## src/rtl/bat_pkg.sv

```systemverilog
// Package: field positions and shared types for the block address
// translation matcher. Assumes 32-bit entry words and addresses.
package bat_pkg;
    localparam int unsigned WORD_W    = 32;
    localparam int unsigned EPI_LSB   = 17;
    localparam int unsigned LEN_LSB   = 2;
    localparam int unsigned LEN_MSB   = 12;
    localparam int unsigned LEN_SHIFT = 15;
    localparam int unsigned SUPV_BIT  = 1;
    localparam int unsigned USRV_BIT  = 0;
    localparam int unsigned PP_W      = 2;

    typedef logic [WORD_W-1:0] word_t;

    localparam word_t EPI_FIELD = ~((word_t'(1) << EPI_LSB) - word_t'(1));
    localparam word_t LEN_FIELD = ((word_t'(1) << (LEN_MSB + 1)) - word_t'(1))
                                  & ~((word_t'(1) << LEN_LSB) - word_t'(1));

    typedef struct packed {
        logic exec;
        logic wr;
        logic rd;
    } prot_t;

    // Turn a 2-bit protection code into the granted rights.
    function automatic prot_t decode_pp(input logic [PP_W-1:0] pp);
        prot_t p;
        p.rd   = (pp != '0);
        p.exec = (pp != '0);
        p.wr   = (pp == 2'd2);
        return p;
    endfunction

    // Compare mask of an entry: the index field minus the length bits.
    function automatic word_t block_mask(input word_t upper);
        return EPI_FIELD & ~((upper & LEN_FIELD) << LEN_SHIFT);
    endfunction
endpackage

```

## src/rtl/bat_entry_regs.sv

```systemverilog
// Entry register file: two banks (data = 0, fetch = 1) of NUM_ENTRIES
// upper/lower word pairs, written one word per cycle and cleared by a
// synchronous active-low reset. Presents the bank picked by is_fetch.
module bat_entry_regs
    import bat_pkg::*;
#(
    parameter int NUM_ENTRIES = 4,
    parameter int IDX_W       = 2
) (
    input  logic             clk,
    input  logic             rst_n,
    input  logic             wr_en,
    input  logic             wr_fetch_bank,
    input  logic [IDX_W-1:0] wr_idx,
    input  logic             wr_lower,
    input  word_t            wr_data,
    input  logic             is_fetch,
    output word_t            sel_upper [NUM_ENTRIES],
    output word_t            sel_lower [NUM_ENTRIES]
);
    localparam int NUM_BANKS = 2;

    for (genvar e = 0; e < NUM_ENTRIES; e++) begin : g_ent
        word_t bank_up [NUM_BANKS];
        word_t bank_lo [NUM_BANKS];

        for (genvar b = 0; b < NUM_BANKS; b++) begin : g_bank
            word_t up_q;
            word_t lo_q;
            logic  hit_me;

            // Decode whether this cycle's write targets this entry.
            assign hit_me = wr_en && (wr_fetch_bank == 1'(b))
                            && (wr_idx == IDX_W'(e));

            // Hold the upper word; clear on reset, load on a targeted write.
            always_ff @(posedge clk) begin
                if (!rst_n)                 up_q <= '0;
                else if (hit_me && !wr_lower) up_q <= wr_data;
            end

            // Hold the lower word; clear on reset, load on a targeted write.
            always_ff @(posedge clk) begin
                if (!rst_n)                lo_q <= '0;
                else if (hit_me && wr_lower) lo_q <= wr_data;
            end

            assign bank_up[b] = up_q;
            assign bank_lo[b] = lo_q;
        end

        assign sel_upper[e] = bank_up[is_fetch];
        assign sel_lower[e] = bank_lo[is_fetch];
    end
endmodule

```

## src/rtl/bat_entry_match.sv

```systemverilog
// Single-entry matcher: checks privilege validity and the masked block
// compare, and forms this entry's real page address and rights.
// Purely combinational.
module bat_entry_match
    import bat_pkg::*;
#(
    parameter int PAGE_BITS = 12
) (
    input  word_t upper,
    input  word_t lower,
    input  word_t ea,
    input  logic  user_mode,
    output logic  match,
    output word_t real_page,
    output prot_t prot
);
    localparam word_t PAGE_MASK = ~((word_t'(1) << PAGE_BITS) - word_t'(1));

    word_t mask;
    logic  usable;

    // Compare the masked address against the entry's block index.
    always_comb begin
        mask   = block_mask(upper);
        usable = user_mode ? upper[USRV_BIT] : upper[SUPV_BIT];
        match  = usable && ((ea & mask) == (upper & EPI_FIELD));
    end

    // Merge the block base with the in-block offset, aligned to a page.
    always_comb begin
        real_page = ((lower & mask) | (ea & ~mask)) & PAGE_MASK;
        prot      = decode_pp(lower[PP_W-1:0]);
    end
endmodule

```

## src/rtl/bat_prio_select.sv

```systemverilog
// Priority selector: picks the lowest-index matching entry and passes
// its result on. All outputs are zero when nothing matches.
module bat_prio_select
    import bat_pkg::*;
#(
    parameter int NUM_ENTRIES = 4,
    parameter int IDX_W       = 2
) (
    input  logic [NUM_ENTRIES-1:0] match_vec,
    input  word_t                  real_in [NUM_ENTRIES],
    input  prot_t                  prot_in [NUM_ENTRIES],
    output logic                   hit,
    output logic [IDX_W-1:0]       sel_idx,
    output word_t                  real_out,
    output prot_t                  prot_out
);
    // Scan from the top down so that the lowest index is assigned last.
    always_comb begin
        hit     = |match_vec;
        sel_idx = '0;
        for (int i = NUM_ENTRIES - 1; i >= 0; i--) begin
            if (match_vec[i]) sel_idx = IDX_W'(i);
        end
    end

    // Steer the winner's result, or zeros on a miss.
    always_comb begin
        real_out = '0;
        prot_out = '0;
        for (int i = 0; i < NUM_ENTRIES; i++) begin
            if (hit && (sel_idx == IDX_W'(i))) begin
                real_out = real_in[i];
                prot_out = prot_in[i];
            end
        end
    end
endmodule

```

## src/rtl/bat_xlate_top.sv

```systemverilog
// Top of the block address translation matcher. Holds the entry banks,
// matches every entry of the selected bank in parallel and resolves
// priority. Assumes 32-bit addresses; lookups are combinational and a
// write becomes visible in the cycle after its clock edge.
module bat_xlate_top
    import bat_pkg::*;
#(
    parameter int NUM_ENTRIES = 4,
    parameter int PAGE_BITS   = 12,
    localparam int IDX_W      = (NUM_ENTRIES > 1) ? $clog2(NUM_ENTRIES) : 1
) (
    input  logic             clk,
    input  logic             rst_n,
    input  logic             wr_en,
    input  logic             wr_fetch_bank,
    input  logic [IDX_W-1:0] wr_idx,
    input  logic             wr_lower,
    input  logic [31:0]      wr_data,
    input  logic [31:0]      ea,
    input  logic             user_mode,
    input  logic             is_fetch,
    output logic             hit,
    output logic [31:0]      real_addr,
    output logic [2:0]       prot
);
    word_t                  sel_upper [NUM_ENTRIES];
    word_t                  sel_lower [NUM_ENTRIES];
    word_t                  ent_real  [NUM_ENTRIES];
    prot_t                  ent_prot  [NUM_ENTRIES];
    logic [NUM_ENTRIES-1:0] match_vec;
    logic [IDX_W-1:0]       sel_idx;
    word_t                  real_w;
    prot_t                  prot_w;

    bat_entry_regs #(.NUM_ENTRIES(NUM_ENTRIES), .IDX_W(IDX_W)) i_regs (
        .clk          (clk),
        .rst_n        (rst_n),
        .wr_en        (wr_en),
        .wr_fetch_bank(wr_fetch_bank),
        .wr_idx       (wr_idx),
        .wr_lower     (wr_lower),
        .wr_data      (wr_data),
        .is_fetch     (is_fetch),
        .sel_upper    (sel_upper),
        .sel_lower    (sel_lower)
    );

    for (genvar e = 0; e < NUM_ENTRIES; e++) begin : g_match
        bat_entry_match #(.PAGE_BITS(PAGE_BITS)) i_match (
            .upper    (sel_upper[e]),
            .lower    (sel_lower[e]),
            .ea       (ea),
            .user_mode(user_mode),
            .match    (match_vec[e]),
            .real_page(ent_real[e]),
            .prot     (ent_prot[e])
        );
    end

    bat_prio_select #(.NUM_ENTRIES(NUM_ENTRIES), .IDX_W(IDX_W)) i_sel (
        .match_vec(match_vec),
        .real_in  (ent_real),
        .prot_in  (ent_prot),
        .hit      (hit),
        .sel_idx  (sel_idx),
        .real_out (real_w),
        .prot_out (prot_w)
    );

    assign real_addr = real_w;
    assign prot      = prot_w;
endmodule

```

## config.mk

```make
export PLATFORM = sky130hd
export DESIGN_NAME = bat_xlate_top
export DESIGN_NICKNAME = d
export VERILOG_FILES = /design/src/rtl/bat_pkg.sv /design/src/rtl/bat_entry_regs.sv /design/src/rtl/bat_entry_match.sv /design/src/rtl/bat_prio_select.sv /design/src/rtl/bat_xlate_top.sv
export SDC_FILE = /design/constraint.sdc
export NUM_CORES = 1
export LEC_CHECK = 0
export ABC_AREA = 0
export ABC_CLOCK_PERIOD_IN_PS = 2900
export BUFFER_PORTS_ARGS = -buffer_cell sky130_fd_sc_hd__buf_2
export CAP_MARGIN = 20
export CORE_UTILIZATION = 40
export CTS_CLUSTER_DIAMETER = 50
export DETAILED_ROUTE_END_ITERATION = 8
export PLACE_DENSITY = 0.55
export SLEW_MARGIN = 20
export SYNTH_ARGS = -nofsm -noshare
export SYNTH_HDL_FRONTEND = slang
export SYNTH_SLANG_ARGS = --single-unit
```

## constraint.sdc

```tcl
create_clock -name clk -period 2.9 [get_ports clk]
set_clock_uncertainty 0.15 [all_clocks]
set_input_delay 0.145 -clock clk [delete_from_list [all_inputs] [get_ports clk]]
set_output_delay 0.145 -clock clk [all_outputs]
set_load 0.01 [all_outputs]
```

==> run summary <==
Slew Limit Headroom = 43.86%
Drt total wl = 64170 um
Layout cells sized above 1 = 16.65%
Run status = finished with violations
Worst Tran Pin Value = 0.8401 ns
Total grt overflow = 0
Final Wtd Congestion = 0.9251
H-tree Lvls = 2
Power, Total = 0.01237 W
N_diodes = 0
Power Density = 565.9 nW/um^2
Tot GR Track Use = 27.56%
WS Path Type = register to primary output
Clk sink count = 360
Vias in the first global route = 15520
# IOs = 109
Die X = 214.0 um
Core area = 44220 um^2
Peak supply drop = 0.3903 mV
Mapped Cells = 2271
Final nets = 2456
Final Hold Slack = 0.04455 ns
DIE HEIGHT = 214.0 um
Fin cells = 3013
Post-synthesis cell type count = 57
Initial core utilization = 40.64%
Synthesized flop and latch total = 360
Fin crit share = 114.6%
Seq/Total Area, Yosys = 40.10%
Clk slew on worst S/H paths = 0.06 ns
CTS root buf = clkbuf_16
Final Util = 49.41%
Cell row count = 77
TritonCTS clock tree = built
Tightest Hold Check Type = primary input to register
Mapped Area = 17970 um^2
MaxCap Viol Count = 0
Drt via density = 5.389
P_leak = 7.556 nW
Worst setup EP type = primary output
Post-route DRC = 0
CTS buffer count = 47
Setup slack at placement = -0.2621 ns
Commonest non-fill, non-tap cell in the layout = nand2_1
Final min period = 3.324 ns
Initial antenna violation count = 0
Most used DFF post-synth = dfxtp_1
Synth warn = 0
Clock Path Buffers = 3
DRT iter0 DRCs = 1403
EDFF count, synth = 0
Final Hold Violating Endpoints = 0
Pre-antenna DRT Iters = 7
Average size of a mapped cell = 7.914 um^2
Die Footprint = 45790 um^2
Slew Viols, Final = 0
CP startpoint kind = register
Antenna Nets Post-Route = 0
Largest net degree at the start of global routing = 89
Reg area = 7222 um^2
# port buffers = 80
Dpl cells = 2883
Crit-path max FO = 6
DR vias = 16237
Area of the multi-input gates = 10170 um^2
DR WL/cell = 21.30 um
Failing checks = setup timing
Dpl hpwl = 42190 um
Data arrival, critical path = 3.03 ns
Setup violators final = 24
Layout filler cell count = 4242
PnR worst setup slack = -0.4236 ns
Reg-to-reg setup timing slack = 1.97 ns
Area Growth Syn to Fin = 21.57%
First-pass GRT wire length = 96790 um
CP required = 2.61 ns
Achievable frequency = 300.9 MHz
Clk_lat worst skew = 0.56 ns
Highest-count cells in the layout ignoring fill and taps = 785 x nand2_1, 348 x dfxtp_1, 340 x a21boi_0
Ys async rst share = 0%
RSZ-0062 raised after global routing = yes
[final cells by class]
type	count	share of cell area (%)
well taps	592	3.390
inverters	12	0.2061
multi-input cells	1710	46.55
flip-flops and latches	360	33.05
clock inverters	16	1.180
clock buffers	71	6.585
repair buffers	252	9.041
[cell families (layout without fill, tap and decap cells)]
family          after synthesis  in the layout  synth area share (%)
simple gates                979            979                 22.74
compound gates              529            529                 21.83
flops                       360            360                 40.10
buf+inv                     212            351                 5.096
mux                         115            115                 6.565
xor+xnor                     75             75                 3.655
other cells                   1             12               0.02086
[metal layers]
metal	wire length (um)	share of wire, %	vias up	global-route usage [%]
li1	-	-	7778	-
met1	29110	45	7824	38.58
met2	29260	46	514	44.00
met3	3987	6.2	121	3.369
met4	1810	2.8	0	8.561
met5	0	0	-	0
[flip-flops by register name (all words and copies together) (netlist names)]
name	count
i_regs.g_ent.g_bank.lo_q	136
i_regs.g_ent.g_bank.up_q	224
[worst paths after layout]
check / from / to / cells after the start
max: i_regs.g_ent[2].g_bank[0].up_q[11] / real_addr[27] / 9
min: rst_n / i_regs.g_ent[0].g_bank[1].up_q[4] / 2
max reg2reg: i_regs.g_ent[3].g_bank[1].up_q[5] / i_regs.g_ent[3].g_bank[1].up_q[5] / 3
min reg2reg: i_regs.g_ent[0].g_bank[0].up_q[28] / i_regs.g_ent[0].g_bank[0].up_q[28] / 2
[cells in the mapped netlist, types with 7 or more instances]
library cell | count | area (um^2)
a21boi_1 | 20 | 150.1
nand4_1 | 15 | 93.84
dfxtp_1 | 360 | 7207
nor2_1 | 35 | 131.4
a211oi_1 | 14 | 105.1
buf_1 | 12 | 45.04
o211ai_1 | 8 | 60.06
nor2b_1 | 65 | 406.6
nand2b_1 | 13 | 81.33
mux2i_1 | 92 | 920.9
o311a_1 | 12 | 120.1
a21oi_1 | 44 | 220.2
xor2_1 | 11 | 96.34
xnor2_1 | 64 | 560.5
o2bb2ai_1 | 12 | 105.1
clkbuf_2 | 11 | 55.05
a21boi_0 | 340 | 2552
nand2_1 | 785 | 2947
o21ai_0 | 28 | 140.1
buf_2 | 13 | 65.06
clkbuf_1 | 143 | 536.8
inv_1 | 8 | 30.03
mux2_2 | 23 | 259.0
o2111ai_1 | 14 | 122.6
or3_1 | 9 | 56.30
nor3_1 | 13 | 65.06
buf_4 | 18 | 135.1
nand3_1 | 16 | 80.08
o31ai_1 | 7 | 52.55
[repair_timing]
action,in CTS,in global routing
endpoints found under the setup margin,24,24
cloned,2,0
gates resized for setup,56,28
hold buffers,28,0
buffers inserted,8,5
hold endpoints to repair,360,0
pin swaps,8,11
[critical path: stages, from the launching register on]
cell and delay (ns):
dfxtp_1 0.34, o21ai_0 0.20, a21oi_1 0.17, a2111oi_4 0.39
nand4_4 0.25, buf_6 0.21, o311a_1 0.42, o2bb2ai_2 0.21
buf_4 0.14, buf_2 0.12
[stage by stage]
stage | setup TNS, ns | instance area, um^2
6_report | -8.391 | 21850
5_1_grt | -10.41 | 21850
4_1_cts | -7.506 | 21670
3_5_place_dp | -2.768 | 19410
3_3_place_gp | -2.255 | 19410
2_1_floorplan | 0 | 18010
[report_power, final]
group          leakage (nW)  switching, W  internal (W)  total [W]
logic                  3.82      0.000633      0.000373    0.00101
clock network         0.820       0.00234       0.00396    0.00631
registers              2.91     0.0000432       0.00501    0.00505
(Power assumes the default switching activity.)
